--- src/rtl/rtc_pkg.sv ---
package rtc_pkg;

  typedef struct packed {
    logic [7:0] year;
    logic [4:0] mon;
    logic [5:0] date;
    logic [2:0] dow;
    logic [5:0] hour;
    logic [6:0] min;
    logic [6:0] sec;
  } rtc_time_t;

  localparam logic [3:0] A_CTRL = 4'd0;
  localparam logic [3:0] A_CAL  = 4'd1;
  localparam logic [3:0] A_SEC  = 4'd2;
  localparam logic [3:0] A_MIN  = 4'd3;
  localparam logic [3:0] A_HOUR = 4'd4;
  localparam logic [3:0] A_DOW  = 4'd5;
  localparam logic [3:0] A_DATE = 4'd6;
  localparam logic [3:0] A_MON  = 4'd7;
  localparam logic [3:0] A_YEAR = 4'd8;

  localparam rtc_time_t TIME_RST = '{year: 8'h00, mon: 5'h01, date: 6'h01,
                                     dow: 3'd1, hour: 6'h00, min: 7'h00, sec: 7'h00};

  // one BCD increment of a two-digit value
  function automatic logic [7:0] bcd_next(input logic [7:0] v);
    if (v[3:0] == 4'd9) bcd_next = {v[7:4] + 4'd1, 4'd0};
    else                bcd_next = v + 8'd1;
  endfunction

  function automatic logic year_is_leap(input logic [7:0] y);
    int b;
    b = int'(y[7:4]) * 10 + int'(y[3:0]);
    year_is_leap = ((b % 4) == 0);
  endfunction

  function automatic logic [5:0] month_last(input logic [4:0] m, input logic [7:0] y);
    case (m)
      5'h02:                      month_last = year_is_leap(y) ? 6'h29 : 6'h28;
      5'h04, 5'h06, 5'h09, 5'h11: month_last = 6'h30;
      default:                    month_last = 6'h31;
    endcase
  endfunction

endpackage

--- src/rtl/rtc_timebase.sv ---
module rtc_timebase #(
  parameter int PW     = 15,
  parameter int SQ_BIT = 5,
  parameter int MAG_W  = 4,
  parameter int WIN_W  = 6
) (
  input  logic             clk,
  input  logic             rst_n,
  input  logic             tb_en,
  input  logic             halt,
  input  logic             clr,
  input  logic             cal_mode,
  input  logic             cal_sign,
  input  logic [MAG_W-1:0] cal_mag,
  output logic             tick,
  output logic             sq_out
);

  logic [PW-1:0]    presc;
  logic [MAG_W-1:0] adj;
  logic [WIN_W-1:0] win;
  logic [PW:0]      sum;
  logic [1:0]       step;
  logic             adv, adj_use, wrap;

  always_comb begin
    adv     = tb_en & ~halt;
    adj_use = adv && (adj != '0);
    step    = adj_use ? (cal_sign ? 2'd0 : 2'd2) : 2'd1;
    sum     = {1'b0, presc} + {{(PW-1){1'b0}}, step};
    wrap    = adv & sum[PW];
  end

  always_ff @(posedge clk or negedge rst_n) begin
    if (!rst_n) begin
      presc <= '0;
      tick  <= 1'b0;
      adj   <= '0;
      win   <= '0;
    end else begin
      if (clr) begin
        presc <= '0;
        tick  <= 1'b0;
      end else begin
        tick <= wrap;
        if (adv) presc <= sum[PW-1:0];
      end
      if (wrap && !clr) begin
        win <= win + 1'b1;
        if (win == '1)   adj <= cal_mag;
        else if (adj_use) adj <= adj - 1'b1;
      end else if (adj_use && !clr) begin
        adj <= adj - 1'b1;
      end
    end
  end

  assign sq_out = cal_mode & presc[SQ_BIT];

  AST_TICK_SINGLE: assert property (@(posedge clk) disable iff (!rst_n)
    tick |=> !tick);
  AST_HALT_HOLD: assert property (@(posedge clk) disable iff (!rst_n)
    (halt && !clr) |=> $stable(presc));
  AST_REMOVE_HOLD: assert property (@(posedge clk) disable iff (!rst_n)
    (adj_use && cal_sign && !clr) |=> $stable(presc));

endmodule

--- src/rtl/rtc_calendar.sv ---
module rtc_calendar
  import rtc_pkg::*;
(
  input  logic      clk,
  input  logic      rst_n,
  input  logic      tick,
  input  logic      load,
  input  rtc_time_t load_val,
  output rtc_time_t cur,
  output logic      cy_pulse
);

  rtc_time_t  nxt;
  logic       cy_n;
  logic [7:0] t;

  always_comb begin
    nxt  = cur;
    cy_n = 1'b0;
    t    = bcd_next({1'b0, cur.sec});
    if (cur.sec != 7'h59) nxt.sec = t[6:0];
    else begin
      nxt.sec = '0;
      t = bcd_next({1'b0, cur.min});
      if (cur.min != 7'h59) nxt.min = t[6:0];
      else begin
        nxt.min = '0;
        t = bcd_next({2'b0, cur.hour});
        if (cur.hour != 6'h23) nxt.hour = t[5:0];
        else begin
          nxt.hour = '0;
          nxt.dow  = (cur.dow == 3'd7) ? 3'd1 : cur.dow + 3'd1;
          t = bcd_next({2'b0, cur.date});
          if (cur.date != month_last(cur.mon, cur.year)) nxt.date = t[5:0];
          else begin
            nxt.date = 6'h01;
            t = bcd_next({3'b0, cur.mon});
            if (cur.mon != 5'h12) nxt.mon = t[4:0];
            else begin
              nxt.mon = 5'h01;
              if (cur.year != 8'h99) nxt.year = bcd_next(cur.year);
              else begin
                nxt.year = 8'h00;
                cy_n     = 1'b1;
              end
            end
          end
        end
      end
    end
  end

  always_ff @(posedge clk or negedge rst_n) begin
    if (!rst_n) begin
      cur      <= TIME_RST;
      cy_pulse <= 1'b0;
    end else begin
      cy_pulse <= tick & cy_n & ~load;
      if (load)      cur <= load_val;
      else if (tick) cur <= nxt;
    end
  end

  AST_SEC_BCD: assert property (@(posedge clk) disable iff (!rst_n)
    (tick && !load && cur.sec <= 7'h59 && cur.sec[3:0] <= 4'd9)
      |=> (cur.sec <= 7'h59 && cur.sec[3:0] <= 4'd9));
  AST_HOUR_RANGE: assert property (@(posedge clk) disable iff (!rst_n)
    (tick && !load && cur.hour <= 6'h23 && cur.hour[3:0] <= 4'd9) |=> (cur.hour <= 6'h23));
  AST_DOW_NONZERO: assert property (@(posedge clk) disable iff (!rst_n)
    (tick && !load && cur.dow != 3'd0) |=> (cur.dow != 3'd0));
  AST_CY_WRAP: assert property (@(posedge clk) disable iff (!rst_n)
    cy_pulse |-> (cur.year == 8'h00 && $past(cur.year) == 8'h99));

endmodule

--- src/rtl/rtc_bcd_core.sv ---
module rtc_bcd_core
  import rtc_pkg::*;
#(
  parameter int PRESC_W = 15,
  parameter int SQ_BIT  = 5,
  parameter int MAG_W   = 4,
  parameter int WIN_W   = 6
) (
  input  logic       clk,
  input  logic       rst_n,
  input  logic       tb_en,
  input  logic       reg_wr,
  input  logic       reg_rd,
  input  logic [3:0] reg_addr,
  input  logic [7:0] reg_wdata,
  output logic [7:0] reg_rdata,
  output logic       sq_out
);

  localparam int PADW = 8 - MAG_W;

  logic             r_q, w_q, calm_q, halt_q, cf_q;
  logic             cal_sign_q;
  logic [MAG_W-1:0] cal_mag_q;
  logic             cap_req, load_q;
  rtc_time_t        hold, cur_time;
  logic             tick_raw, cal_tick, cap_do, cy_pulse;
  logic             wr_ctrl, wr_cal;

  assign cal_tick = tick_raw & ~w_q;
  assign cap_do   = cap_req & ~cal_tick;
  assign wr_ctrl  = reg_wr && (reg_addr == A_CTRL);
  assign wr_cal   = reg_wr && (reg_addr == A_CAL);

  rtc_timebase #(.PW(PRESC_W), .SQ_BIT(SQ_BIT), .MAG_W(MAG_W), .WIN_W(WIN_W)) u_tbase (
    .clk      (clk),
    .rst_n    (rst_n),
    .tb_en    (tb_en),
    .halt     (halt_q),
    .clr      (load_q),
    .cal_mode (calm_q),
    .cal_sign (cal_sign_q),
    .cal_mag  (cal_mag_q),
    .tick     (tick_raw),
    .sq_out   (sq_out)
  );

  rtc_calendar u_cal (
    .clk      (clk),
    .rst_n    (rst_n),
    .tick     (cal_tick),
    .load     (load_q),
    .load_val (hold),
    .cur      (cur_time),
    .cy_pulse (cy_pulse)
  );

  // control, calibration and capture/load sequencing
  always_ff @(posedge clk or negedge rst_n) begin
    if (!rst_n) begin
      r_q        <= 1'b0;
      w_q        <= 1'b0;
      calm_q     <= 1'b0;
      halt_q     <= 1'b0;
      cap_req    <= 1'b0;
      load_q     <= 1'b0;
      cal_sign_q <= 1'b0;
      cal_mag_q  <= '0;
    end else begin
      load_q <= 1'b0;
      if (cap_do) cap_req <= 1'b0;
      if (wr_ctrl) begin
        r_q    <= reg_wdata[0];
        w_q    <= reg_wdata[1];
        calm_q <= reg_wdata[2];
        halt_q <= reg_wdata[3];
        if (reg_wdata[0] && !r_q) cap_req <= 1'b1;
        if (!reg_wdata[1] && w_q) load_q  <= 1'b1;
      end
      if (wr_cal) begin
        cal_sign_q <= reg_wdata[4];
        if (calm_q) cal_mag_q <= reg_wdata[MAG_W-1:0];
      end
    end
  end

  // holding registers
  always_ff @(posedge clk or negedge rst_n) begin
    if (!rst_n) begin
      hold <= TIME_RST;
    end else if (cap_do) begin
      hold <= cur_time;
    end else if (reg_wr && w_q) begin
      case (reg_addr)
        A_SEC:  hold.sec  <= reg_wdata[6:0];
        A_MIN:  hold.min  <= reg_wdata[6:0];
        A_HOUR: hold.hour <= reg_wdata[5:0];
        A_DOW:  hold.dow  <= reg_wdata[2:0];
        A_DATE: hold.date <= reg_wdata[5:0];
        A_MON:  hold.mon  <= reg_wdata[4:0];
        A_YEAR: hold.year <= reg_wdata;
        default: ;
      endcase
    end
  end

  // century flag and read path
  always_ff @(posedge clk or negedge rst_n) begin
    if (!rst_n) begin
      cf_q      <= 1'b0;
      reg_rdata <= '0;
    end else begin
      if (cy_pulse) cf_q <= 1'b1;
      else if (reg_rd && reg_addr == A_CTRL) cf_q <= 1'b0;
      if (reg_rd) begin
        case (reg_addr)
          A_CTRL:  reg_rdata <= {cf_q, 3'b000, halt_q, calm_q, w_q, r_q};
          A_CAL:   reg_rdata <= (8'(cal_sign_q) << 4) | {{PADW{1'b0}}, cal_mag_q};
          A_SEC:   reg_rdata <= {1'b0, hold.sec};
          A_MIN:   reg_rdata <= {1'b0, hold.min};
          A_HOUR:  reg_rdata <= {2'b0, hold.hour};
          A_DOW:   reg_rdata <= {5'b0, hold.dow};
          A_DATE:  reg_rdata <= {2'b0, hold.date};
          A_MON:   reg_rdata <= {3'b0, hold.mon};
          A_YEAR:  reg_rdata <= hold.year;
          default: reg_rdata <= 8'h00;
        endcase
      end
    end
  end

  AST_FREEZE_STABLE: assert property (@(posedge clk) disable iff (!rst_n)
    w_q |=> $stable(cur_time));
  AST_CAP_COPY: assert property (@(posedge clk) disable iff (!rst_n)
    cap_do |=> (hold == $past(cur_time)));
  AST_MAG_LOCK: assert property (@(posedge clk) disable iff (!rst_n)
    !calm_q |=> $stable(cal_mag_q));
  AST_CF_SET: assert property (@(posedge clk) disable iff (!rst_n)
    cy_pulse |=> cf_q);

endmodule

--- config.mk ---
export PLATFORM = sky130hd
export DESIGN_NAME = rtc_bcd_core
export DESIGN_NICKNAME = d
export VERILOG_FILES = /design/src/rtl/rtc_pkg.sv /design/src/rtl/rtc_timebase.sv /design/src/rtl/rtc_calendar.sv /design/src/rtl/rtc_bcd_core.sv
export SDC_FILE = /design/constraint.sdc
export NUM_CORES = 1
export LEC_CHECK = 0
export ABC_AREA = 1
export BUFFER_PORTS_ARGS = -buffer_cell sky130_fd_sc_hd__buf_4
export CELL_PAD_IN_SITES_DETAIL_PLACEMENT = 1
export CELL_PAD_IN_SITES_GLOBAL_PLACEMENT = 1
export CORE_MARGIN = 2
export CORE_UTILIZATION = 43
export CTS_CLUSTER_SIZE = 10
export DETAILED_ROUTE_END_ITERATION = 7
export PLACE_DENSITY_LB_ADDON = 0.3
export SLEW_MARGIN = 10
export SYNTH_ARGS = -nofsm -noshare
export SYNTH_HDL_FRONTEND = slang
export SYNTH_SLANG_ARGS = --single-unit
--- constraint.sdc ---
create_clock -name clk -period 2.7 [get_ports clk]
set_input_delay 0.135 -clock clk [delete_from_list [all_inputs] [get_ports clk]]
set_output_delay 0.135 -clock clk [all_outputs]
set_load 0.02 [all_outputs]
Word-level counts from Yosys, hierarchy flattened. Index checks and enable logic that the tools add are counted.

Output and inout bits: 9. Word-level logic and storage cells: 193. Bits in registers: 131.

Muxes and demuxes: 57. Add/subtract/negate cells: 17. Reductions and logical operators: 43. Multiply operators: 1. Eq/ne operators: 33. Bitwise logic cells: 13.

Operators by type and width (count): $mux 42 (4); $pmux 8 s9 (1); $mux 6 (9); $mux 7 (6); $mux 35 (1); $add 32x5->32 (1); $logic_not 32->1 (1); $mux 8 (4); $mux 15 (2); $eq 4x4->1 const B (7); $mux 28 (1); $reduce_bool 2->1 (12); $mux 22 (1); $reduce_and 2->1 (10); $add 6x1->6 const B (3); $add 15x2->16 (1); $eq 4x3->1 const B (4); $mux 4 (4); $mux 1 (15); $mux 5 (3); $add 7x1->7 const B (2); $ne 7x7->1 const B (2); $mux 13 (1); $pmux 6 s2 (1); 37 further kinds (68).

Depth between registers and ports, before layout. Gate-level depths: netlist of the first run.

Depth in word-level cells: 17. Gate-level depth with buffers: 15. Depth with buffers taken out: 15.

Modules after synthesis. A second synthesis of the first run with hierarchy kept.

Cells, all modules: 1075. Area, all modules: 8002.7 sq um.

Modules (own cells, without submodules): rtc_calendar (instances 1, cells each 439, sequential area each 1079.8 sq um, area an instance 3179.3 sq um); rtc_bcd_core (instances 1, cells each 418, sequential area each 1555.2 sq um, area an instance 3163.0 sq um); rtc_timebase (instances 1, cells each 218, sequential area each 650.6 sq um, area an instance 1660.3 sq um).

Worst setup path after synthesis of the first run. OpenSTA, ideal clock, no wires.

Path kind: register to register. Start point: reg u_tbase.adj[0]. End point: reg u_tbase.presc[12]. Period minus slack after synthesis: 2629 ps. Cell stages (with the launch flop): 16. Buffers on the path: 0. Path slack: 71 ps. Required time: 2582 ps. Library setup time: 118 ps. Data arrival time: 2511 ps. Path through: dfrtp_1 > inv_1 > ha_1 > nand2_1 > o21ai_0 > ha_1 > inv_1 > fa_1 > nor3_1 > nand2_1 > nor2_1 > nand2_1 > nor3b_2 > nand2_1 > nand2_1 > nor2_1.

Longest elaborated chain between the ends: 6.

RTL lines: from (decl) (line rtc_timebase.sv:20) `logic [MAG_W-1:0] adj;`; from (signal assigned) (line rtc_timebase.sv:50) `if (win == '1) adj <= cal_mag;`; from (signal assigned) (line rtc_timebase.sv:51) `else if (adj_use) adj <= adj - 1'b1;`; from (signal assigned) (line rtc_timebase.sv:53) `adj <= adj - 1'b1;`; $reduce_bool 4->1 (line rtc_timebase.sv:28) `adj_use = adv && (adj != '0);`; $logic_and 1x1->1 (line rtc_timebase.sv:28); $mux 2 (line rtc_timebase.sv:29) `step = adj_use ? (cal_sign ? 2'd0 : 2'd2) : 2'd1;`; $add 15x2->16 (line rtc_timebase.sv:30) `sum = {1'b0, presc} + {{(PW-1){1'b0}}, step};`; $mux 15 (line rtc_timebase.sv:46) `if (adv) presc <= sum[PW-1:0];`; $mux 15 (line rtc_timebase.sv:41) `if (clr) begin`; to (signal assigned) (line rtc_timebase.sv:46); to (decl) (line rtc_timebase.sv:19) `logic [PW-1:0] presc;`.

No other way between the ends. The select of a mux whose other input is x is not followed. A chain may end at the register's enable or synchronous reset.

Worst setup path after layout of the first run.
Start point: reg u_tbase.adj[1]. End point: reg u_tbase.presc[10].

The elaborated chain is that of the path after synthesis.

==> results of run 1 <==
-- worst register-to-register path: stages (launching register included) --
cell and delay [ps]:
dfrtp_1 370, inv_1 70, ha_1 150, nand2_1 90, o21ai_2 180, ha_1 200, inv_1 70, fa_2 400
nor3_4 200, nand2_2 120, nor2_2 170, nand2_1 100, nor3b_2 250, buf_4 150, nor3_1 40
-- routing by layer --
metal  global-route usage [%]  vias up
met3                    3.729       35
met5                        0        -
met1                    37.17     3548
met4                    7.986        0
li1                         -     3302
met2                    44.05      162
-- cell type report --
cell class | instances | area [sq um] | area share (%)
clock buffers | 27 | 493.0 | 5.661
clock inverters | 5 | 30.03 | 0.3448
inverters | 128 | 481.7 | 5.532
multi-input cells | 661 | 3677 | 42.23
flip-flops and latches | 131 | 3286 | 37.73
well taps | 225 | 281.5 | 3.233
repair buffers | 52 | 459.2 | 5.273
-- cells by family after synthesis --
family | share of synthesized area, %
and+or+nand+nor | 25.18
AOI/OAI and AO/OA | 16.99
buffers and inverters | 7.877
DFF | 43.73
adders and majority gates | 4.097
xor gates and xnor gates | 1.982
muxes | 0.1499
-- registers in the layout, indices dropped and copies added (netlist names), 4 cells and up --
name and flops:
u_tbase.presc 15, u_tbase.win 6, hold 42, cal_mag_q 4, u_cal.cur 42, reg_rdata 8, u_tbase.adj 4
-- synth_stat cells, drive strengths merged, types with 3 or more instances --
cell and number:
o221ai 40, nor3 15, dfrtp 125, nand3 54, ha 23, dfstp 6, a31oi 5, a21oi 46
xor2 14, buf 10, o22ai 16, inv 125, clkbuf 12, nand2 235, or2 3, a22oi 9
xnor2 3, nand4 19, o21ai 65, nand3b 3, nor4 3, clkinv 3, nor2 84, o211ai 6
-- worst paths after layout --
check	from	end	slack [ps]	depth (start not counted)
max	u_tbase.adj[1]	u_tbase.presc[10]	10	14
min	reg_wdata[4]	cal_sign_q	30	4
max reg2reg	u_tbase.adj[1]	u_tbase.presc[10]	10	14
min reg2reg	r_q	cap_req	470	1
max in group asynchronous	rst_n	u_tbase.presc[4]	1560	3
min in group asynchronous	rst_n	u_cal.cur[12]	290	2
-- where the power goes --
group | total [mW] | switching, mW | internal (mW)
registers | 2.60 | 0.290 | 2.31
clock network | 2.10 | 0.861 | 1.24
logic | 1.13 | 0.692 | 0.437
-- repair_timing --
action	in CTS	in global routing
pin swaps	2	4
gates resized for setup	2	9
hold endpoints to repair	79	0
setup buffers	1	3
endpoints found under the setup margin	2	12
hold buffers	6	0
==> metrics.log, run 1 <==
[metrics] fraction of the yosys area taken by sequential cells: between 40 and 50%
[metrics] detailed-route wire length on metal 1: ~11 mm
[metrics] most common cell after layout, fill and taps aside: nand2_1
[metrics] fraction of registers with async set/reset: 100.0%
[metrics] cell leakage power: ~4.2 nW
[metrics] min cycle time layout: between 2000 and 3000 ps
[metrics] slowest library cell on the worst path: fa_2
[metrics] fraction of layout cells with a size suffix above 1: 12.25%
[metrics] Vias: around 7k
[metrics] Initial DRC Count: around 450
[metrics] worst min path class: in -> reg
[metrics] Final Skew: 9.843 ps
[metrics] initial antenna violation count: 0
[metrics] Yosys warning count: 0
[metrics] amount of wire on met3 after detailed routing: 944 microns
[metrics] total chip power: 5.827 mW
[metrics] mean post-synth cell area: between 7 and 8 sq um
[metrics] overall track demand over capacity in global routing: a little over a quarter
[metrics] Core Region: ~0.017 sq mm
[metrics] final period utilization: 99.60%
[metrics] clock sink count: ~130
[metrics] top flip-flop cell by instance count after synthesis: dfrtp_1
[metrics] worst-case hold slack: 31.14 ps
[metrics] Max rail drop VDD: 0.0005565 V
[metrics] Die ar.: between 0.015 and 0.02 sq mm
[metrics] TritonCTS Buffers: 17
[metrics] max-cap viol count: 0
[metrics] Post-Place Setup Slack: -148.4 ps
[metrics] number of routed nets with antenna violations: 0
[metrics] sum of routed wire length over all layers: roughly 24 mm
[metrics] most frequent cells in the layout: nand2_1 (229), dfrtp_1 (125), inv_1 (118)
[metrics] biggest area consumer among synthesized cells: dfrtp_1
[metrics] crit-path cells: inv_1, ha_1, nand2_1, o21ai_2, ha_1, inv_1, fa_2, nor3_4, nand2_2, nor2_2, nand2_1, nor3b_2, buf_4, nor3_1
[metrics] Chip Width: about 140 microns
[metrics] via density per instance: about 5.7
[metrics] total half-perimeter wirelength after legalization and detailed placement: roughly 17 mm
[metrics] setup_tns: 0 ps
[metrics] syn_nets: about 980
[metrics] Worst EP required: roughly 3000 ps
[metrics] setup-violating endpoint count in the final report: 0
[metrics] final hold violations: 0
[metrics] cell area after layout: between 0.008 and 0.009 sq mm
[metrics] delay of the slowest critical-path stage: around 400 ps
[metrics] number of instances in the synthesized netlist: 942
[metrics] initial core utilization: about 44%
[metrics] critical setup path kind: reg -> reg
[metrics] overflow left after global routing: 0
[metrics] Post-DP Area: around 0.0080 sq mm
[metrics] via count of the first global-routing pass: about 7k
[metrics] Worst setup EP type: register
[metrics] synth-to-layout area growth: 15.90%
[metrics] maximum number of pins on one net before global-route repair: 73
[metrics] final setup margin: about 11 ps
[metrics] Routed wire per std cell: 19.52 microns
[metrics] Power per Cell Area: 669.1 mW/mm^2
[metrics] number of diodes: 0
[metrics] DRC errors left: 0
[metrics] number of enable-type register cells in the synthesized netlist: 0
[metrics] clock insertion delay at the later pin of the skew report: roughly 440 ps
[metrics] maximum net fanout on the critical path: 3
[metrics] synthesized flop and latch total: 131
[metrics] ranking of synthesized cells by area: dfrtp_1 (42%), nand2_1 (12%), inv_1 (5.9%)
[metrics] number of detailed-routing iterations run before antenna repair: 7
[metrics] number of placement rows: between 40 and 50
[metrics] Rel. slew slack: 52.39%
[metrics] Synth Cell Area: about 0.0075 sq mm
[metrics] kind of cell adding the most delay to the critical path: simple AND/OR/NAND/NOR gates
[metrics] met2 WL: roughly 11 mm
[metrics] outcome: finished clean
[metrics] # port buffers: 25
[metrics] maximum frequency from static timing analysis: 371.9 MHz
[metrics] H-tree levels: 4
[metrics] vertical extent of the die: roughly 140 microns
[metrics] first-pass GRT wire length: 38.23 mm
[metrics] Worst Path Arrival: 3000 ps
[metrics] Buf+Inv Stages, Crit Path: 3
[metrics] IO Pins: 26
[metrics] clock tree from TritonCTS: built
[metrics] weighted congestion at the end of routability-driven global placement: between 0.8 and 0.9
[metrics] Synth cell types: between 50 and 60
[metrics] master cell of the clock root buffer: clkbuf_16
[metrics] kind of launch point of the worst setup path: register
[metrics] number of filler instances in the final layout: approximately 2.1k
[metrics] top metal layer carrying routed signals: met4
[metrics] utilization after layout: 50.70%
[metrics] post-synth top area share: between 40% and 50%
[metrics] clock slew at reported path FFs: around 60 ps
[metrics] Inst Count DP: between 1k and 1.5k
[metrics] Max Transition Viols Final: 0
[metrics] slew at the pin with the worst max-slew slack: 714.2 ps
[metrics] number of buffers between clock root and the deepest sink: 2
[metrics] final standard cell count with taps included and fillers excluded: between 1k and 1.5k
[metrics] Total Nets Final: just over 1k
Power figures use the tool's default switching activity.
==> inputs of run 2 (changes only) <==
==> constraint.sdc (replaced) <==
create_clock -name clk -period 2.7 [get_ports clk]
set_input_delay 0.405 -clock clk [delete_from_list [all_inputs] [get_ports clk]]
set_output_delay 0.405 -clock clk [all_outputs]
set_load 0.02 [all_outputs]
==> run 2 against run 1 <==
Net effect:
- combinational power is essentially flat
- clock skew up 0.57 ps
- die area unchanged
- fmax rose by 7.3%
- utilization decreased by 0.17 points
- count of clock-buffer cells in the layout decreased by 5
- sequential power is essentially flat
- critical path depth up 1
- first-iteration DRC count rose by 19%
- non-clock buffer count down 8
- power rose by 2.6%
- global-route usage up 0.12 points
- critical endpoint is now u_tbase.adj[1]
- largest power group unchanged
==> metrics.log, run 2 (synthesis results as in run 1) <==
[metrics] total chip power: 5.976 mW (+2.6%)
[metrics] number of filler instances in the final layout: 2117 (-0.98%)
[metrics] sum of routed wire length over all layers: 23.76 mm (-0.95%)
[metrics] # port buffers: 25 (unchanged)
[metrics] multi-input gate area in the final layout: 0.003699 sq mm (+0.58%)
[metrics] initial core utilization: 43.74% (unchanged)
[metrics] via density per instance: 5.711 (-0.40%)
[metrics] utilization after layout: 50.52% (-0.17 points)
[metrics] Core Region: 0.01718 sq mm (unchanged)
[metrics] clock tree from TritonCTS: built
[metrics] Max rail drop VDD: 0.0004824 V (-13%)
[metrics] biggest registers after layout: hold (42), u_cal.cur (42), u_tbase.presc (15)
[metrics] slew at the pin with the worst max-slew slack: 1062 ps (+347.7 ps)
[metrics] Chip Width: 136.2 microns (unchanged)
[metrics] final hold violations: 0 (unchanged)
[metrics] cell depth of the worst flop-to-flop path: 15 (+1)
[metrics] overall track demand over capacity in global routing: 27.04% (+0.12 points)
[metrics] Total Nets Final: 1024 (-0.78%)
[metrics] Reg-to-Reg Start: u_tbase.adj[1]
[metrics] TritonCTS Buffers: 17 (unchanged)
[metrics] unrepaired setup endpoints after global routing: false
[metrics] weighted congestion at the end of routability-driven global placement: 0.8709 (+0.10%)
[metrics] final standard cell count with taps included and fillers excluded: 1221 (-0.65%)
[metrics] Die ar.: 0.01855 sq mm (unchanged)
[metrics] maximum net fanout on the critical path: 8 (+5)
[metrics] Vias: 6973 (-1.1%)
[metrics] number of routed nets with antenna violations: 0 (unchanged)
[metrics] Worst R2R Setup Slack: 190 ps (+180 ps)
[metrics] cell leakage power: 4.182 nW (about the same)
[metrics] Rel. slew slack: 29.21% (-23 points)
[metrics] Routed wire per std cell: 19.46 microns (-0.30%)
[metrics] Power per Cell Area: 688.6 mW/mm^2 (+2.9%)
[metrics] FF-to-FF End: u_tbase.adj[1]
[metrics] setup_tns: 0 ps (unchanged)
[metrics] first-pass GRT wire length: 38.57 mm (+0.90%)
[metrics] Inst Count DP: 1187 (unchanged)
[metrics] critical setup path kind: reg -> reg
[metrics] slowest library cell on the worst path: dfrtp_1
[metrics] outcome: finished clean
[metrics] final period utilization: 92.85% (-6.8 points)
[metrics] maximum number of pins on one net before global-route repair: 77 (+5.5%)
[metrics] IO Pins: 26 (unchanged)
[metrics] master cell of the clock root buffer: clkbuf_16
[metrics] delay of the slowest critical-path stage: 370 ps (-30 ps)
[metrics] worst min path class: in -> async
[metrics] kind of launch point of the worst setup path: register
[metrics] Final Skew: 10.41 ps (+0.5695 ps)
[metrics] Worst EP required: 3020 ps (about the same)
[metrics] max-cap viol count: 0 (unchanged)
[metrics] clock slew at reported path FFs: 60 ps (about the same)
[metrics] maximum frequency from static timing analysis: 398.9 MHz (+7.3%)
[metrics] Worst Path Arrival: 2830 ps (-170 ps)
[metrics] total half-perimeter wirelength after legalization and detailed placement: 17.14 mm (+1.3%)
[metrics] Initial DRC Count: 537 (+19%)
[metrics] clock insertion delay at the later pin of the skew report: 430 ps (about the same)
[metrics] number of buffers between clock root and the deepest sink: 2 (unchanged)
[metrics] Worst setup EP type: register
[metrics] DRC errors left: 0 (unchanged)
[metrics] vertical extent of the die: 136.2 microns (unchanged)
[metrics] H-tree levels: 4 (unchanged)
[metrics] number of hold-repair buffers added at the cts stage: 0 (-6)
[metrics] min cycle time layout: 2507 ps (-182.3 ps)
[metrics] initial antenna violation count: 0 (unchanged)
[metrics] cell with the most instances on the worst path: nand2_1
[metrics] Max Transition Viols Final: 0 (unchanged)
[metrics] number of detailed-routing iterations run before antenna repair: 5 (-2)
[metrics] synth-to-layout area growth: 15.50%
[metrics] setup-violating endpoint count in the final report: 0 (unchanged)
[metrics] number of diodes: 0 (unchanged)
[metrics] number of placement rows: 48 (unchanged)
[metrics] final setup margin: 193.1 ps (+182.3 ps)
[metrics] Post-Place Setup Slack: -65.88 ps (+82.55 ps)
[metrics] storage element area: 0.003286 sq mm (unchanged)
[metrics] fraction of layout cells with a size suffix above 1: 12.85% (+0.60 points)
[metrics] most frequent cells in the layout: nand2_1 (228), dfrtp_1 (125), inv_1 (118)
[metrics] overflow left after global routing: 0 (unchanged)
[metrics] clock sink count: 131 (unchanged)
[metrics] crit-path cells: inv_1, ha_1, nand2_1, o21ai_2, buf_4, nor2_2, ha_1, nand3_1, nand2_1, and3_4, nand4_4, a21oi_4, inv_2, nand2_1, nand2_1
[metrics] most common cell after layout, fill and taps aside: nand2_1
[metrics] via count of the first global-routing pass: 7166 (+0.27%)
## run 2: power breakdown
group	total, mW	switching [mW]	internal, mW
logic	1.10	0.670	0.427
registers	2.60	0.293	2.31
clock network	2.28	0.883	1.40
## run 2: what timing repair did
action / CTS / global route
endpoints found under the setup margin: 1 / 8
gates resized for setup: 3 / 14
gates cloned: 0 / 0
hold endpoints to repair: 0 / 0
setup buffers: 0 / 2
pin swaps: 0 / 7
## run 2: cell type report
class,count,area share (%)
Multi-Input combinational cell,661,42.62
Sequential cell,131,37.86
Inverter,128,5.551
Clock buffer,22,5.349
Timing Repair Buffer,44,4.138
Tap cell,225,3.244
Clock inverter,10,1.240
## run 2: through the flow
step / hold WS (ps) / cell area [sq um]
2_1_floorplan: 109.4 / 7513
3_3_place_gp: 448.8 / 8029
3_5_place_dp: 462.2 / 8029
4_1_cts: 48.66 / 8608
5_1_grt: 81.33 / 8678
6_report: 13.90 / 8678
## run 2: metal layers
metal	routed length [microns]	global-route usage, %	vias to the layer above
li1	-	-	3273
met1	11060	36.99	3527
met2	11330	43.75	140
met3	905	4.288	33
met4	462	9.028	0
met5	0	0	-
## run 2: how the worst max path moves through the flow
stage / slack [ps] / cells past startpoint / endpoint / startpoint
6_report: 190 / 15 / u_tbase.adj[1] / u_tbase.adj[1]
5_1_grt: 3 / 14 / u_tbase.presc[13] / u_tbase.adj[1]
4_1_cts: 70 / 16 / u_tbase.presc[12] / u_tbase.adj[1]
3_5_place_dp: -70 / 16 / u_tbase.presc[12] / u_tbase.adj[1]
3_3_place_gp: 80 / 16 / u_tbase.presc[12] / tb_en
2_1_floorplan: 70 / 15 / u_tbase.presc[12] / u_tbase.adj[0]
## run 2: worst max-delay path, delay by kind of cell, from the launching register on
kind                     cells  cell delay (ps)
adder cells (fa/ha/maj)      2              460
AND/OR/NAND/NOR              8              790
buffers and inverters        3              310
flip-flops                   1              370
AO/OA/AOI/OAI                2              460
